### config.mk
export PLATFORM = sky130hd
export DESIGN_NAME = bch_ff_decoder
export DESIGN_NICKNAME = d
export VERILOG_FILES = /design/src/rtl/bch_pkg.sv /design/src/rtl/bch_syn_stage.sv /design/src/rtl/bch_kes_stage.sv /design/src/rtl/bch_chien_stage.sv /design/src/rtl/bch_ff_decoder.sv
export SDC_FILE = /design/constraint.sdc
export NUM_CORES = 1
export LEC_CHECK = 0
export ABC_CLOCK_PERIOD_IN_PS = 8700
export BUFFER_PORTS_ARGS = -buffer_cell sky130_fd_sc_hd__buf_2
export CORE_AREA = 3 3 130 132
export DETAILED_ROUTE_END_ITERATION = 10
export DIE_AREA = 0 0 133 135
export PLACE_DENSITY = 0.72
export SLEW_MARGIN = 20
export SYNTH_ARGS = -nofsm -noshare
export SYNTH_HDL_FRONTEND = slang
export SYNTH_HIERARCHICAL = 1
export SYNTH_SLANG_ARGS = --single-unit
### constraint.sdc
create_clock -name clk_i -period 8.7 [get_ports clk_i]
set_input_delay 1.305 -clock clk_i [delete_from_list [all_inputs] [get_ports clk_i]]
set_output_delay 1.305 -clock clk_i [all_outputs]
set_load 0.02 [all_outputs]
### src/rtl/bch_pkg.sv
package bch_pkg;

  localparam int unsigned GF_W = 16;
  typedef logic [GF_W-1:0] gf_t;

  typedef enum logic [1:0] {
    LOC_NONE = 2'd0,
    LOC_ONE  = 2'd1,
    LOC_TWO  = 2'd2,
    LOC_BAD  = 2'd3
  } loc_kind_e;

  // Polynomial-basis product, bit-parallel once m is fixed.
  function automatic gf_t gf_mul(input gf_t a, input gf_t b, input int unsigned m, input gf_t poly);
    gf_t acc;
    gf_t x;
    acc = '0;
    x   = a;
    for (int unsigned k = 0; k < GF_W; k++) begin
      if (k < m) begin
        if (((b >> k) & gf_t'(1)) != '0) acc ^= x;
        x = x << 1;
        if ((x & (gf_t'(1) << m)) != '0) x ^= poly;
      end
    end
    return acc;
  endfunction

  function automatic gf_t gf_alpha_pow(input int unsigned e, input int unsigned m, input gf_t poly);
    gf_t r;
    int unsigned ee;
    r  = gf_t'(1);
    ee = e % ((1 << m) - 1);
    for (int unsigned k = 0; k < ee; k++) begin
      r = r << 1;
      if ((r & (gf_t'(1) << m)) != '0) r ^= poly;
    end
    return r;
  endfunction

  // a^(2^m - 2) as a product of repeated squares.
  function automatic gf_t gf_inv(input gf_t a, input int unsigned m, input gf_t poly);
    gf_t sq;
    gf_t r;
    sq = a;
    r  = gf_t'(1);
    for (int unsigned k = 1; k < GF_W; k++) begin
      if (k < m) begin
        sq = gf_mul(sq, sq, m, poly);
        r  = gf_mul(r, sq, m, poly);
      end
    end
    return r;
  endfunction

endpackage

### src/rtl/bch_syn_stage.sv
module bch_syn_stage import bch_pkg::*; #(
  parameter int unsigned M    = 4,
  parameter gf_t         PRIM = 16'h0013,
  parameter int unsigned NS   = 13
) (
  input  logic          clk_i,
  input  logic          rst_ni,
  input  logic          valid_i,
  input  logic [NS-1:0] data_i,
  output logic          valid_o,
  output logic          zero_o,
  output logic [M-1:0]  s1_o,
  output logic [M-1:0]  s3_o,
  output logic [NS-1:0] data_o
);

  logic [M-1:0] a1_tab [NS];
  logic [M-1:0] a3_tab [NS];

  for (genvar i = 0; i < NS; i++) begin : g_pos
    localparam gf_t P1 = gf_alpha_pow(i, M, PRIM);
    localparam gf_t P3 = gf_alpha_pow(3 * i, M, PRIM);
    assign a1_tab[i] = P1[M-1:0];
    assign a3_tab[i] = P3[M-1:0];
  end

  logic [M-1:0] s1_d, s3_d;

  always_comb begin
    s1_d = '0;
    s3_d = '0;
    for (int i = 0; i < NS; i++) begin
      if (data_i[i]) begin
        s1_d ^= a1_tab[i];
        s3_d ^= a3_tab[i];
      end
    end
  end

  always_ff @(posedge clk_i or negedge rst_ni) begin
    if (!rst_ni) begin
      valid_o <= 1'b0;
      zero_o  <= 1'b0;
      s1_o    <= '0;
      s3_o    <= '0;
      data_o  <= '0;
    end else begin
      valid_o <= valid_i;
      if (valid_i) begin
        zero_o <= (s1_d == '0) && (s3_d == '0);
        s1_o   <= s1_d;
        s3_o   <= s3_d;
        data_o <= data_i;
      end
    end
  end

endmodule

### src/rtl/bch_kes_stage.sv
module bch_kes_stage import bch_pkg::*; #(
  parameter int unsigned M    = 4,
  parameter gf_t         PRIM = 16'h0013,
  parameter int unsigned NS   = 13
) (
  input  logic          clk_i,
  input  logic          rst_ni,
  input  logic          valid_i,
  input  logic          zero_i,
  input  logic [M-1:0]  s1_i,
  input  logic [M-1:0]  s3_i,
  input  logic [NS-1:0] data_i,
  output logic          valid_o,
  output logic          zero_o,
  output loc_kind_e     kind_o,
  output logic [M-1:0]  sig1_o,
  output logic [M-1:0]  sig2_o,
  output logic [NS-1:0] data_o
);

  function automatic logic [M-1:0] fmul(input logic [M-1:0] a, input logic [M-1:0] b);
    gf_t r;
    r = gf_mul(gf_t'(a), gf_t'(b), M, PRIM);
    return r[M-1:0];
  endfunction

  function automatic logic [M-1:0] finv(input logic [M-1:0] a);
    gf_t r;
    r = gf_inv(gf_t'(a), M, PRIM);
    return r[M-1:0];
  endfunction

  logic [M-1:0] s1_sq, s1_cu, s1_inv;
  loc_kind_e    kind_d;
  logic [M-1:0] sig1_d, sig2_d;

  assign s1_sq  = fmul(s1_i, s1_i);
  assign s1_cu  = fmul(s1_sq, s1_i);
  assign s1_inv = finv(s1_i);

  // Closed-form locator for two errors: sigma1 = S1, sigma2 = (S3 + S1^3) / S1.
  always_comb begin
    kind_d = LOC_NONE;
    sig1_d = '0;
    sig2_d = '0;
    if (s1_i == '0) begin
      kind_d = (s3_i == '0) ? LOC_NONE : LOC_BAD;
    end else if (s1_cu == s3_i) begin
      kind_d = LOC_ONE;
      sig1_d = s1_i;
    end else begin
      kind_d = LOC_TWO;
      sig1_d = s1_i;
      sig2_d = fmul(s3_i ^ s1_cu, s1_inv);
    end
  end

  always_ff @(posedge clk_i or negedge rst_ni) begin
    if (!rst_ni) begin
      valid_o <= 1'b0;
      zero_o  <= 1'b0;
      data_o  <= '0;
    end else begin
      valid_o <= valid_i;
      if (valid_i) begin
        zero_o <= zero_i;
        data_o <= data_i;
      end
    end
  end

  // Locator registers only load for words that carry errors.
  always_ff @(posedge clk_i or negedge rst_ni) begin
    if (!rst_ni) begin
      kind_o <= LOC_NONE;
      sig1_o <= '0;
      sig2_o <= '0;
    end else if (valid_i && !zero_i) begin
      kind_o <= kind_d;
      sig1_o <= sig1_d;
      sig2_o <= sig2_d;
    end
  end

endmodule

### src/rtl/bch_chien_stage.sv
module bch_chien_stage import bch_pkg::*; #(
  parameter int unsigned M    = 4,
  parameter gf_t         PRIM = 16'h0013,
  parameter int unsigned NS   = 13
) (
  input  logic          clk_i,
  input  logic          rst_ni,
  input  logic          valid_i,
  input  logic          zero_i,
  input  loc_kind_e     kind_i,
  input  logic [M-1:0]  sig1_i,
  input  logic [M-1:0]  sig2_i,
  input  logic [NS-1:0] data_i,
  output logic          valid_o,
  output logic [NS-1:0] data_o,
  output logic [NS-1:0] loc_o,
  output logic          fail_o,
  output logic          clean_o
);

  localparam int unsigned N  = (1 << M) - 1;
  localparam int unsigned CW = $clog2(NS + 1);
  localparam logic [M-1:0] ONE = M'(1);

  function automatic logic [M-1:0] fmul(input logic [M-1:0] a, input logic [M-1:0] b);
    gf_t r;
    r = gf_mul(gf_t'(a), gf_t'(b), M, PRIM);
    return r[M-1:0];
  endfunction

  logic [NS-1:0] root;

  // Root at alpha^-i marks an error at position i.
  for (genvar i = 0; i < NS; i++) begin : g_eval
    localparam int unsigned E1 = (N - i) % N;
    localparam int unsigned E2 = (2 * (N - i)) % N;
    localparam gf_t P1 = gf_alpha_pow(E1, M, PRIM);
    localparam gf_t P2 = gf_alpha_pow(E2, M, PRIM);
    assign root[i] = ((fmul(sig1_i, P1[M-1:0]) ^ fmul(sig2_i, P2[M-1:0])) == ONE);
  end

  logic [CW-1:0] cnt, deg;
  logic          ok;
  logic [NS-1:0] loc_d;
  logic          fail_d;

  always_comb begin
    cnt = '0;
    for (int i = 0; i < NS; i++) cnt = cnt + CW'(root[i]);
    unique case (kind_i)
      LOC_ONE: deg = CW'(1);
      LOC_TWO: deg = CW'(2);
      default: deg = '0;
    endcase
    ok = (kind_i == LOC_ONE || kind_i == LOC_TWO) && (cnt == deg);
    if (zero_i) begin
      loc_d  = '0;
      fail_d = 1'b0;
    end else if (ok) begin
      loc_d  = root;
      fail_d = 1'b0;
    end else begin
      loc_d  = '0;
      fail_d = 1'b1;
    end
  end

  always_ff @(posedge clk_i or negedge rst_ni) begin
    if (!rst_ni) begin
      valid_o <= 1'b0;
      data_o  <= '0;
      loc_o   <= '0;
      fail_o  <= 1'b0;
      clean_o <= 1'b0;
    end else begin
      valid_o <= valid_i;
      if (valid_i) begin
        data_o  <= data_i ^ loc_d;
        loc_o   <= loc_d;
        fail_o  <= fail_d;
        clean_o <= zero_i;
      end
    end
  end

endmodule

### src/rtl/bch_ff_decoder.sv
module bch_ff_decoder import bch_pkg::*; #(
  parameter int unsigned M     = 4,
  parameter gf_t         PRIM  = 16'h0013,
  parameter int unsigned SHORT = 2,
  localparam int unsigned NS   = (1 << M) - 1 - SHORT
) (
  input  logic          clk_i,
  input  logic          rst_ni,
  input  logic          valid_i,
  input  logic [NS-1:0] data_i,
  output logic          valid_o,
  output logic [NS-1:0] data_o,
  output logic [NS-1:0] err_loc_o,
  output logic          fail_o,
  output logic          clean_o
);

  logic          syn_valid, syn_zero;
  logic [M-1:0]  syn_s1, syn_s3;
  logic [NS-1:0] syn_data;

  logic          kes_valid, kes_zero;
  loc_kind_e     kes_kind;
  logic [M-1:0]  kes_sig1, kes_sig2;
  logic [NS-1:0] kes_data;

  bch_syn_stage #(.M(M), .PRIM(PRIM), .NS(NS)) u_syn (
    .clk_i   (clk_i),
    .rst_ni  (rst_ni),
    .valid_i (valid_i),
    .data_i  (data_i),
    .valid_o (syn_valid),
    .zero_o  (syn_zero),
    .s1_o    (syn_s1),
    .s3_o    (syn_s3),
    .data_o  (syn_data)
  );

  bch_kes_stage #(.M(M), .PRIM(PRIM), .NS(NS)) u_kes (
    .clk_i   (clk_i),
    .rst_ni  (rst_ni),
    .valid_i (syn_valid),
    .zero_i  (syn_zero),
    .s1_i    (syn_s1),
    .s3_i    (syn_s3),
    .data_i  (syn_data),
    .valid_o (kes_valid),
    .zero_o  (kes_zero),
    .kind_o  (kes_kind),
    .sig1_o  (kes_sig1),
    .sig2_o  (kes_sig2),
    .data_o  (kes_data)
  );

  bch_chien_stage #(.M(M), .PRIM(PRIM), .NS(NS)) u_chien (
    .clk_i   (clk_i),
    .rst_ni  (rst_ni),
    .valid_i (kes_valid),
    .zero_i  (kes_zero),
    .kind_i  (kes_kind),
    .sig1_i  (kes_sig1),
    .sig2_i  (kes_sig2),
    .data_i  (kes_data),
    .valid_o (valid_o),
    .data_o  (data_o),
    .loc_o   (err_loc_o),
    .fail_o  (fail_o),
    .clean_o (clean_o)
  );

endmodule

==> flow_metrics.py, run 1 <==
metrics = {
    "synth": {
        "asyncSetResetFlopFracSynth_pct": 100.0,
        "post_synth_inst_count": 743,
        "edff_count_synth": 0,
        "synth.ff_latch_count": 77,
        "synth_warnings": 6,
        "post_synth_num_cell_types": 90,
        "netlist.area_leader.share_pct": 27.40,
        "syn_area_um2": 7033,
        "synth_top_cell_by_area": "dfrtp_1",
        "main_area_contributors_after_synthesis": "dfrtp_1 (27%), xnor2_1 (9.2%), mux2_2 (6.6%), a21oi_1 (3.2%), xnor3_1 (3.2%)",
        "yosys_most_used_dff": "dfrtp_1",
        "synth_fp_nets": 778,
        "synth.yosys.seq_area_share_pct": 27.40,
        "syn-mean-instance-area_um2": 9.466,
        "synth_common_cells": "dfrtp_1 (77), xnor2_1 (74), nor2_1 (51)",
        "synthMostInstantiatedCell": "dfrtp_1",
    },
    "detailed_routing": {
        "via_per_inst": 5.688,
        "totalWireLength_um": 16510,
        "drt_pass1_iterations": 5,
        "remaining_drc_errors": 0,
        "wire_per_inst_um": 16.92,
        "dr_total_vias": 5551,
        "drc_violation_total_after_the_first_tritonroute_iteration": 365,
        "final_antenna_net_count": 0,
    },
    "global_route": {
        "grt-ovfl-total": 0,
        "global_route.usage.total_pct": 18.22,
        "grt_start_max_net_pins": 78,
        "antenna_found_initial": 0,
        "first_global_vias": 5165,
        "grt_pass1_wl_um": 27060,
    },
    "clocking": {
        "post-cts-setup-buffers": 0,
        "cts_buffers": 9,
        "clock_insertion_delay_worst_skew_ns": 0.33,
        "tritoncts_num_sinks": 77,
        "tritoncts_clock_tree": "yes",
        "hold_buffers": 0,
        "cts.htree.levels": 3,
        "worst_setup_hold_path_clk_slew_ns": 0.06,
        "ctsLongestPathBuffers": 2,
        "cts-resized-gates": 0,
        "clock_tree.root_cell": "clkbuf_16",
    },
    "sta": {
        "post-route-period-util_pct": 87.15,
        "unrepaired_setup_endpoints_after_global_routing": "false",
        "final-setup-viol-count": 0,
        "slew_headroom_pct": 31.71,
        "slew_of_the_pin_with_the_lowest_slew_margin_ns": 1.017,
        "timing.final.ws_setup_ns": 1.118,
        "slew_viol_final": 0,
        "setup-tns-final_ns": 0,
        "hold_violations": 0,
        "fmaxAchievable_mhz": 131.9,
        "fin_worst_skew_ns": 0.003051,
        "finalWorstPathRequiredPeriod_ns": 7.582,
    },
    "layout": {
        "area_growth_syn_to_layout_pct": 7.721,
        "final_nets": 790,
        "share_of_cells_above_drive_strength_1_pct": 19.08,
        "insertedDiodeCount": 0,
    },
    "setup_path": {
        "worstReg2RegEnd": "u_kes/sig2_o[2]",
        "worst-r2r-setup-slack_ns": 1.12,
        "critPathRequiredTime_ns": 8.96,
        "critical_path.max_fanout": 16,
        "rr_worst_depth": 23,
        "critPathArrivalTime_ns": 7.84,
        "timing_worst_setup_path_type": "flip-flop to flip-flop",
        "critical_path.endpoint_type": "flip-flop",
        "worstSetupStartpointType": "flip-flop",
        "critical_path.reg2reg.startpoint": "u_syn/s1_o[0]",
    },
    "die": {
        "initial_utilization_pct": 44.43,
        "die_width_um": 133,
        "die_h_um": 135,
        "die_area_um2": 17960,
        "floorplan.core_area_um2": 15830,
        "top_level_port_count": 45,
        "placementRows": 46,
    },
    "placed_design": {
        "gp_routability_congestion": 0.9870,
        "dpl.hpwl_um": 12040,
        "numPortBuffers": 44,
        "detailedPlace.worstSlack_ns": 1.296,
    },
    "min_path": {
        "worst_hold_startpoint": "u_chien/loc_o[7]",
        "worst_hold_path_type": "flip-flop to flip-flop",
        "hold-path-endpoint": "u_chien/loc_o[7]",
        "worstHoldPathCells": 1,
    },
    "outcome": {
        "outcome": "complete, no violations",
    },
    "run": {
        "cap_violations": 0,
    },
}
[how the worst max path moves through the flow]
stage	start	end	slack, ns	cells past startpoint
2_1_floorplan	u_syn/s1_o[0]	u_kes/sig2_o[2]	2.44	26
3_3_place_gp	u_syn/s1_o[0]	u_kes/sig2_o[2]	1.43	23
3_5_place_dp	u_syn/s1_o[0]	u_kes/sig2_o[2]	1.30	23
4_1_cts	u_syn/s1_o[0]	u_kes/sig2_o[2]	1.26	23
5_1_grt	u_syn/s1_o[0]	u_kes/sig2_o[2]	0.56	23
6_report	u_syn/s1_o[0]	u_kes/sig2_o[2]	1.12	23
[per-stage QoR]
| stage | utilization, % | instances | hold WS, ns | cell area (µm²) |
|---|---|---|---|---|
| after floorplan | - | 743 | 0.3519 | 7033 |
| after global placement | 46.02 | 960 | 0.4852 | 7283 |
| after detailed placement | 46.02 | 960 | 0.4903 | 7283 |
| after CTS | 47.87 | 976 | 0.5033 | 7576 |
| after global routing | 47.87 | 976 | 0.5192 | 7576 |
| final | 47.87 | 976 | 0.4994 | 7576 |
[flip-flops by register name, indices dropped and copies added (netlist names), 2 cells and up]
register	flops
u_syn/s3_o	4
u_chien/loc_o	13
u_chien/data_o	13
u_syn/s1_o	4
u_kes/data_o	13
u_kes/sig2_o	4
u_syn/data_o	13
u_kes/kind_o	2
u_kes/sig1_o	4
[area by class of cell]
class / instances / area (µm²)
Clock buffer: 10 / 229.0
Clock inverter: 6 / 63.81
Fill cell: 1486 / 8252
Inverter: 32 / 120.1
Multi-Input combinational cell: 589 / 4728
Sequential cell: 77 / 1927
Tap cell: 216 / 270.3
Timing Repair Buffer: 46 / 237.7
[logic make-up after synthesis]
group	after synthesis	share of synthesized area [%]
adders and majority gates	22	4.679
DFF	77	27.40
and+or+nand+nor	215	15.51
xor gates and xnor gates	128	21.60
muxes	56	8.877
buffers and inverters	77	5.373
AOI/OAI and AO/OA	168	16.56
[layer usage]
metal  part of all wire [%]  track usage, %  up-vias
met4                    1.2           3.406        0
met1                     47           26.29     2686
li1                       -               -     2677
met2                     47           28.81      167
met3                    4.7           3.502       21
met5                      0               0        -
[critical path, cell delays in order (launching register included)]
cell      delay (ns)
dfrtp_1         0.74
ha_1            0.51
xnor2_2         0.30
mux2i_1         0.54
nor2_2          0.22
ha_1            0.70
clkinv_1        0.40
xnor3_1         0.47
nand2_1         0.10
o21ai_0         0.12
xnor2_1         0.17
ha_1            0.48
inv_1           0.15
o21ai_0         0.13
nand3_1         0.10
a21o_1          0.20
a311oi_2        0.57
o211ai_1        0.29
a2111o_1        0.50
nand4_1         0.19
nor2_1          0.08
xnor2_1         0.20
xor3_1          0.24
o21ai_1         0.12
[placed cells by master (no fill, tap or decap), types with 8 or more instances in the layout]
cell	n
nor3_1	15
ha_1	11
mux2_2	41
nand3_1	28
buf_2	43
or3_1	8
clkbuf_16	9
o21ai_0	30
xnor3_1	10
xor2_1	24
and2_1	8
nor2_1	51
inv_1	28
mux2i_1	14
xnor2_1	74
nand4_1	9
a211oi_1	10
dfrtp_1	77
fa_1	8
nand2_1	50
o221ai_1	9
a21oi_1	45
Power of run 1 is left out: the tool's default activity adds up to more than one toggle a clock period on the data nets, which glitch-free logic cannot reach.
==> run 2: changes to the inputs <==
--- a/config.mk
+++ b/config.mk
@@ -5,11 +5,12 @@
 export SDC_FILE = /design/constraint.sdc
 export NUM_CORES = 1
 export LEC_CHECK = 0
+export ABC_AREA = 1
 export ABC_CLOCK_PERIOD_IN_PS = 8700
 export BUFFER_PORTS_ARGS = -buffer_cell sky130_fd_sc_hd__buf_2
-export CORE_AREA = 3 3 130 132
+export CORE_AREA = 3 3 135 137
 export DETAILED_ROUTE_END_ITERATION = 10
-export DIE_AREA = 0 0 133 135
+export DIE_AREA = 0 0 138 140
 export PLACE_DENSITY = 0.72
 export SLEW_MARGIN = 20
 export SYNTH_ARGS = -nofsm -noshare
==> flow_metrics.py, run 2 <==
metrics = {
    "global_route": {
        "first_global_vias": 6730,
        "globalRouteMet3Util_pct": 2.663,
        "grt-ovfl-total": 0,
        "grt_start_max_net_pins": 78,
        "gr-usage-met2_pct": 32.61,
        "grt_use_met1_pct": 25.64,
        "antenna_found_initial": 0,
        "global_route.usage.total_pct": 19.28,
        "grt_most_used_layer": "met2",
        "grt_pass1_wl_um": 31770,
    },
    "sta": {
        "finalWorstPathRequiredPeriod_ns": 6.706,
        "slew_of_the_pin_with_the_lowest_slew_margin_ns": 0.9668,
        "fmaxAchievable_mhz": 149.1,
        "hold_violations": 0,
        "setup-tns-final_ns": 0,
        "slew_viol_final": 0,
        "unrepaired_setup_endpoints_after_global_routing": "false",
        "fin_worst_skew_ns": 0.01370,
        "final-setup-viol-count": 0,
        "post-route-period-util_pct": 77.08,
        "slew_headroom_pct": 35.48,
    },
    "synth": {
        "synth_common_cells": "nand2_1 (521), nand3_1 (128), inv_1 (100)",
        "edff_count_synth": 0,
        "synth.yosys.seq_area_share_pct": 25.13,
        "netlist.area_leader.share_pct": 25.50,
        "synth_warnings": 6,
        "main_area_contributors_after_synthesis": "nand2_1 (26%), dfrtp_1 (25%), nand3_1 (8.4%), nand2_2 (5.5%), inv_1 (4.9%)",
        "synthMostInstantiatedCell": "nand2_1",
        "synth.ff_latch_count": 77,
        "post_synth_num_cell_types": 42,
        "synth_fp_nets": 1252,
        "syn-mean-instance-area_um2": 6.301,
        "post_synth_inst_count": 1217,
        "syn_area_um2": 7669,
        "synth_top_cell_by_area": "nand2_1",
        "asyncSetResetFlopFracSynth_pct": 100.0,
        "yosys_most_used_dff": "dfrtp_1",
    },
    "layout": {
        "share_of_cells_above_drive_strength_1_pct": 17.27,
        "area_growth_syn_to_layout_pct": 7.522,
        "layout_commonest_cell": "nand2_1",
        "n_fill_cell": 1798,
        "mostFrequentLayoutCells": "nand2_1 (521), nand3_1 (128), inv_1 (100)",
        "insertedDiodeCount": 0,
        "final_nets": 1275,
    },
    "clocking": {
        "ctsLongestPathBuffers": 2,
        "tritoncts_num_sinks": 77,
        "clock_insertion_delay_worst_skew_ns": 0.35,
        "worst_setup_hold_path_clk_slew_ns": 0.07,
        "tritoncts_clock_tree": "yes",
        "clock_tree.root_cell": "clkbuf_16",
        "cts.htree.levels": 3,
        "post-cts-setup-buffers": 0,
        "cts_buffers": 9,
        "cts-resized-gates": 0,
        "hold_buffers": 0,
    },
    "setup_path": {
        "critical_path.max_fanout": 25,
        "worstSetupStartpointType": "flip-flop",
        "critical_path.endpoint_type": "flip-flop",
        "critPathArrivalTime_ns": 6.98,
        "startpoint": "u_kes/sig2_o[1]",
        "critPathRequiredTime_ns": 8.97,
        "critical_path.reg2reg.startpoint": "u_kes/sig2_o[1]",
        "timing_worst_setup_path_type": "flip-flop to flip-flop",
    },
    "die": {
        "die_width_um": 138,
        "initial_utilization_pct": 44.65,
        "floorplan.core_area_um2": 17180,
        "top_level_port_count": 45,
        "die_area_um2": 19320,
        "die_h_um": 140,
        "placementRows": 48,
    },
    "detailed_routing": {
        "totalWireLength_um": 18470,
        "wire_per_inst_um": 12.56,
        "drt_pass1_iterations": 5,
        "dr_total_vias": 7400,
        "remaining_drc_errors": 0,
        "via_per_inst": 5.034,
        "final_antenna_net_count": 0,
        "drc_violation_total_after_the_first_tritonroute_iteration": 470,
    },
    "run": {
        "cap_violations": 0,
    },
    "min_path": {
        "worst_hold_startpoint": "u_syn/data_o[12]",
        "worst_hold_path_type": "flip-flop to flip-flop",
    },
    "placed_design": {
        "numPortBuffers": 44,
        "gp_routability_congestion": 0.9517,
        "dpl.hpwl_um": 14280,
    },
    "outcome": {
        "outcome": "complete, no violations",
    },
}
-- run 2: cell count changes after synthesis, sizes merged, moves of 10 or more --
| cell | delta |
|---|---|
| nand3 | +115 |
| mux2i | -14 |
| clkbuf | -10 |
| xnor3 | -12 |
| inv | +100 |
| nor2 | +25 |
| xnor2 | -61 |
| a21oi | -35 |
| a211oi | -12 |
| nor3 | -14 |
| nand2 | +553 |
| mux2 | -41 |
-- run 2: logic make-up (layout without fill, tap and decap cells) --
| family | Yosys count | in the layout | share of synthesized area [%] |
|---|---|---|---|
| AO/OA/AOI/OAI | 58 | 58 | 4.079 |
| XOR/XNOR | 51 | 51 | 6.461 |
| adder cells (fa/ha/maj) | 19 | 19 | 3.883 |
| buffers and inverters | 165 | 193 | 10.13 |
| flip-flops | 77 | 77 | 25.13 |
| AND/OR/NAND/NOR | 847 | 847 | 50.32 |
-- run 2: metal layers --
| layer | share of wire [%] | routed length [µm] |
|---|---|---|
| met1 | 46 | 8482 |
| met2 | 47 | 8700 |
| met3 | 4.1 | 766 |
| met4 | 2.8 | 518 |
| met5 | 0 | 0 |
-- run 2: critical path, cell delays in order (launching register included) --
cell and delay (ns):
dfrtp_1 0.70, inv_2 0.27, nand2_1 0.13, nand2_2 0.13
nand2_4 0.13, nand3_1 0.08, nand2_1 0.10, nand2_1 0.05
nor2_1 0.24, inv_1 0.10, fa_1 0.49, inv_1 0.05
fa_1 0.50, fa_1 0.52, fa_1 0.52, inv_1 0.06
fa_1 0.47, fa_1 0.51, xor2_1 0.16, nand3_1 0.13
nor2_2 0.69, nand3_1 0.30, nand2_1 0.13, nand3_1 0.08
nand2_1 0.07
-- run 2: layout make-up --
| type | count | area [µm²] | area share, % |
|---|---|---|---|
| Sequential cell | 77 | 1927 | 23.37 |
| Timing Repair Buffer | 45 | 230.2 | 2.792 |
| Tap cell | 225 | 281.5 | 3.414 |
| Inverter | 132 | 523.0 | 6.343 |
| Multi-Input combinational cell | 975 | 4965 | 60.21 |
| Clock inverter | 5 | 66.31 | 0.8042 |
| Clock buffer | 11 | 252.7 | 3.065 |
-- run 2: worst paths after layout --
path | to | slack, ns | depth (start not counted)
max | u_chien/data_o[5] | 1.99 | 24
min | u_kes/data_o[12] | 0.48 | 2
max reg2reg | u_chien/data_o[5] | 1.99 | 24
min reg2reg | u_kes/data_o[12] | 0.48 | 2
max in group asynchronous | u_chien/loc_o[3] | 6.97 | 1
min in group asynchronous | u_kes/sig2_o[2] | 1.06 | 1
-- run 2: per-stage QoR --
step | worst slack [ns] | cell area, µm² | instances | utilization (%) | hold WS, ns
finish | 1.994 | 8245 | 1470 | 48.00 | 0.4794
global route | 1.653 | 8245 | 1470 | 48.00 | 0.5016
CTS | 2.054 | 8245 | 1470 | 48.00 | 0.4796
detailed placement | 2.119 | 7926 | 1454 | 46.15 | 0.4628
global placement | 2.191 | 7926 | 1454 | 46.15 | 0.4572
floorplan | 3.475 | 7669 | 1217 | - | 0.4240
Power of run 2 is left out for the same reason.
==> run 3: changes to the inputs <==
--- a/config.mk
+++ b/config.mk
@@ -5,12 +5,12 @@
 export SDC_FILE = /design/constraint.sdc
 export NUM_CORES = 1
 export LEC_CHECK = 0
-export ABC_AREA = 1
-export ABC_CLOCK_PERIOD_IN_PS = 8700
+export ABC_AREA = 0
+export ABC_CLOCK_PERIOD_IN_PS = 6500
 export BUFFER_PORTS_ARGS = -buffer_cell sky130_fd_sc_hd__buf_2
-export CORE_AREA = 3 3 135 137
+export CORE_AREA = 3 3 130 132
 export DETAILED_ROUTE_END_ITERATION = 10
-export DIE_AREA = 0 0 138 140
+export DIE_AREA = 0 0 133 135
 export PLACE_DENSITY = 0.72
 export SLEW_MARGIN = 20
 export SYNTH_ARGS = -nofsm -noshare
==> constraint.sdc (replaced) <==
create_clock -name clk_i -period 6.5 [get_ports clk_i]
set_input_delay 0.975 -clock clk_i [delete_from_list [all_inputs] [get_ports clk_i]]
set_output_delay 0.975 -clock clk_i [all_outputs]
set_load 0.02 [all_outputs]
==> flow_metrics.py, run 3 (synthesized netlist as in run 1, its figures left out) <==
metrics = {
    "outcome": {
        "outcome": "complete, no violations",
    },
    "placed_design": {
        "detailedPlace.worstSlack_ns": 0.1108,
        "post-place-cells": 987,
        "gp_routability_congestion": 0.9178,
        "numPortBuffers": 44,
        "dpl.hpwl_um": 12400,
    },
    "clocking": {
        "cts-resized-gates": 0,
        "cts_buffers": 9,
        "tritoncts_clock_tree": "yes",
        "clock_insertion_delay_worst_skew_ns": 0.34,
        "clock_tree.root_cell": "clkbuf_16",
        "tritoncts_num_sinks": 77,
        "hold_buffers": 0,
        "ctsLongestPathBuffers": 2,
        "cts.htree.levels": 3,
        "post-cts-setup-buffers": 0,
        "worst_setup_hold_path_clk_slew_ns": 0.06,
    },
    "layout": {
        "share_of_cells_above_drive_strength_1_pct": 24.14,
        "insertedDiodeCount": 0,
        "layout_commonest_cell": "dfrtp_1",
        "final_nets": 817,
        "n_fill_cell": 1420,
        "area_growth_syn_to_layout_pct": 12.13,
        "final_cell_count_no_fill": 1003,
        "mostFrequentLayoutCells": "dfrtp_1 (73), xnor2_1 (71), nor2_1 (51)",
        "sequential_cell_area_um2": 1932,
        "finalCoreUtilization_pct": 49.83,
        "area_taken_by_multi_input_logic_gates_um2": 4813,
    },
    "die": {
        "initial_utilization_pct": 44.43,
        "die_width_um": 133,
        "top_level_port_count": 45,
        "die_h_um": 135,
        "floorplan.core_area_um2": 15830,
        "die_area_um2": 17960,
        "placementRows": 46,
    },
    "sta": {
        "slew_headroom_pct": 37.59,
        "timing.final.ws_setup_ns": 0.2805,
        "slew_of_the_pin_with_the_lowest_slew_margin_ns": 0.9362,
        "post-route-period-util_pct": 95.69,
        "final-setup-viol-count": 0,
        "fin_worst_skew_ns": 0.007202,
        "finalWorstPathRequiredPeriod_ns": 6.220,
        "fmaxAchievable_mhz": 160.8,
        "hold_violations": 0,
        "slew_viol_final": 0,
    },
    "run": {
        "cap_violations": 0,
    },
    "detailed_routing": {
        "totalWireLength_um": 16730,
        "wl_met2_um": 7983,
        "drt_pass1_iterations": 5,
        "final_antenna_net_count": 0,
        "highest_routing_layer_actually_used": "met4",
        "remaining_drc_errors": 0,
        "wire_per_inst_um": 16.68,
        "wl_met1_um": 7661,
        "via_per_inst": 5.653,
        "dr_total_vias": 5670,
        "detailroute.wirelength.met3_um": 811,
        "drc_violation_total_after_the_first_tritonroute_iteration": 404,
    },
    "setup_path": {
        "critical_path.reg2reg.startpoint": "u_kes/sig1_o[0]",
        "cpLargestDelayFamily": "adder cells",
        "critical-path-top-cell-by-count": "fa_1",
        "capture_point_of_the_worst_path": "u_chien/data_o[6]",
        "critical_path.max_fanout": 14,
        "critPathArrivalTime_ns": 6.42,
        "worst-path-stages": 19,
        "worst_path_largest_cell_delay_ns": 0.52,
        "critical_path.endpoint_type": "flip-flop",
        "path_buf_inv": 4,
        "startpoint": "u_kes/sig1_o[0]",
        "worstReg2RegEnd": "u_chien/data_o[6]",
        "timing_worst_setup_path_type": "flip-flop to flip-flop",
        "critical_path.cell_chain": "buf_4 -> xor3_1 -> and3_2 -> o211ai_1 -> fa_1 -> inv_1 -> fa_1 -> fa_1 -> fa_1 -> inv_1 -> fa_1 -> fa_1 -> xnor2_1 -> nor2_1 -> nand3_2 -> buf_4 -> a211oi_2 -> xnor2_1 -> a21oi_1",
        "worstSetupStartpointType": "flip-flop",
        "rr_worst_depth": 19,
        "worst-r2r-setup-slack_ns": 0.28,
        "critical_path.slowest_cell": "xor3_1",
        "critPathRequiredTime_ns": 6.70,
    },
    "global_route": {
        "grt_pass1_wl_um": 27490,
        "grt_start_max_net_pins": 78,
        "first_global_vias": 5335,
        "global_route.usage.total_pct": 18.65,
        "antenna_found_initial": 0,
        "grt-ovfl-total": 0,
    },
    "min_path": {
        "worst_hold_path_type": "flip-flop to flip-flop",
    },
}
==> run 3: changes by cell type in the layout (fill, tap and decap cells not counted), moves of 41 or more <==
| cell | delta |
|---|---|
| inv_1 | -72 |
| mux2_2 | +41 |
| nand3_1 | -101 |
| xnor2_1 | +55 |
| nand2_2 | -66 |
| nand2_1 | -471 |
==> run 3: through the flow <==
stage               cell area (µm²)   TNS (ns)  hold WS [ns]
detailed placement             7486          0        0.4908
global placement               7486          0        0.4854
floorplan                      7033          0        0.3519
finish                         7886          0        0.5012
global route                   7886  -0.001882        0.5225
CTS                            7796          0        0.5037
==> run 3: cell type report <==
cell class / instances / area share [%]
multi-input combinational: 589 / 61.03
sequential: 77 / 24.50
timing repair buffer: 73 / 5.585
tap: 216 / 3.427
clock buffer: 10 / 3.030
inverter: 32 / 1.523
clock inverter: 6 / 0.9043
==> run 3: worst reg2reg max path: stages, from the launching register on <==
cell and delay [ns]:
dfrtp_1 0.38, buf_4 0.29, xor3_1 0.52, and3_2 0.22
o211ai_1 0.33, fa_1 0.49, inv_1 0.09, fa_1 0.44
fa_1 0.52, fa_1 0.52, inv_1 0.06, fa_1 0.46
fa_1 0.49, xnor2_1 0.16, nor2_1 0.15, nand3_2 0.19
buf_4 0.24, a211oi_2 0.24, xnor2_1 0.17, a21oi_1 0.11
==> run 3: worst min path at each step <==
stage	from	end	cells after the start
global route	u_syn/data_o[0]	u_syn/data_o[0]	1
detailed placement	u_syn/data_o[10]	u_syn/data_o[10]	1
CTS	u_syn/data_o[0]	u_kes/data_o[0]	1
floorplan	u_kes/valid_o	u_chien/valid_o	0
global placement	u_chien/loc_o[2]	u_chien/loc_o[2]	1
finish	u_syn/data_o[0]	u_kes/data_o[0]	1
==> run 3: metal layers <==
metal	vias up	global-route usage, %
li1	2738	-
met3	31	3.092
met5	-	0
met2	169	30.25
met1	2732	26.03
met4	0	4.908
Power of run 3 is left out for the same reason.
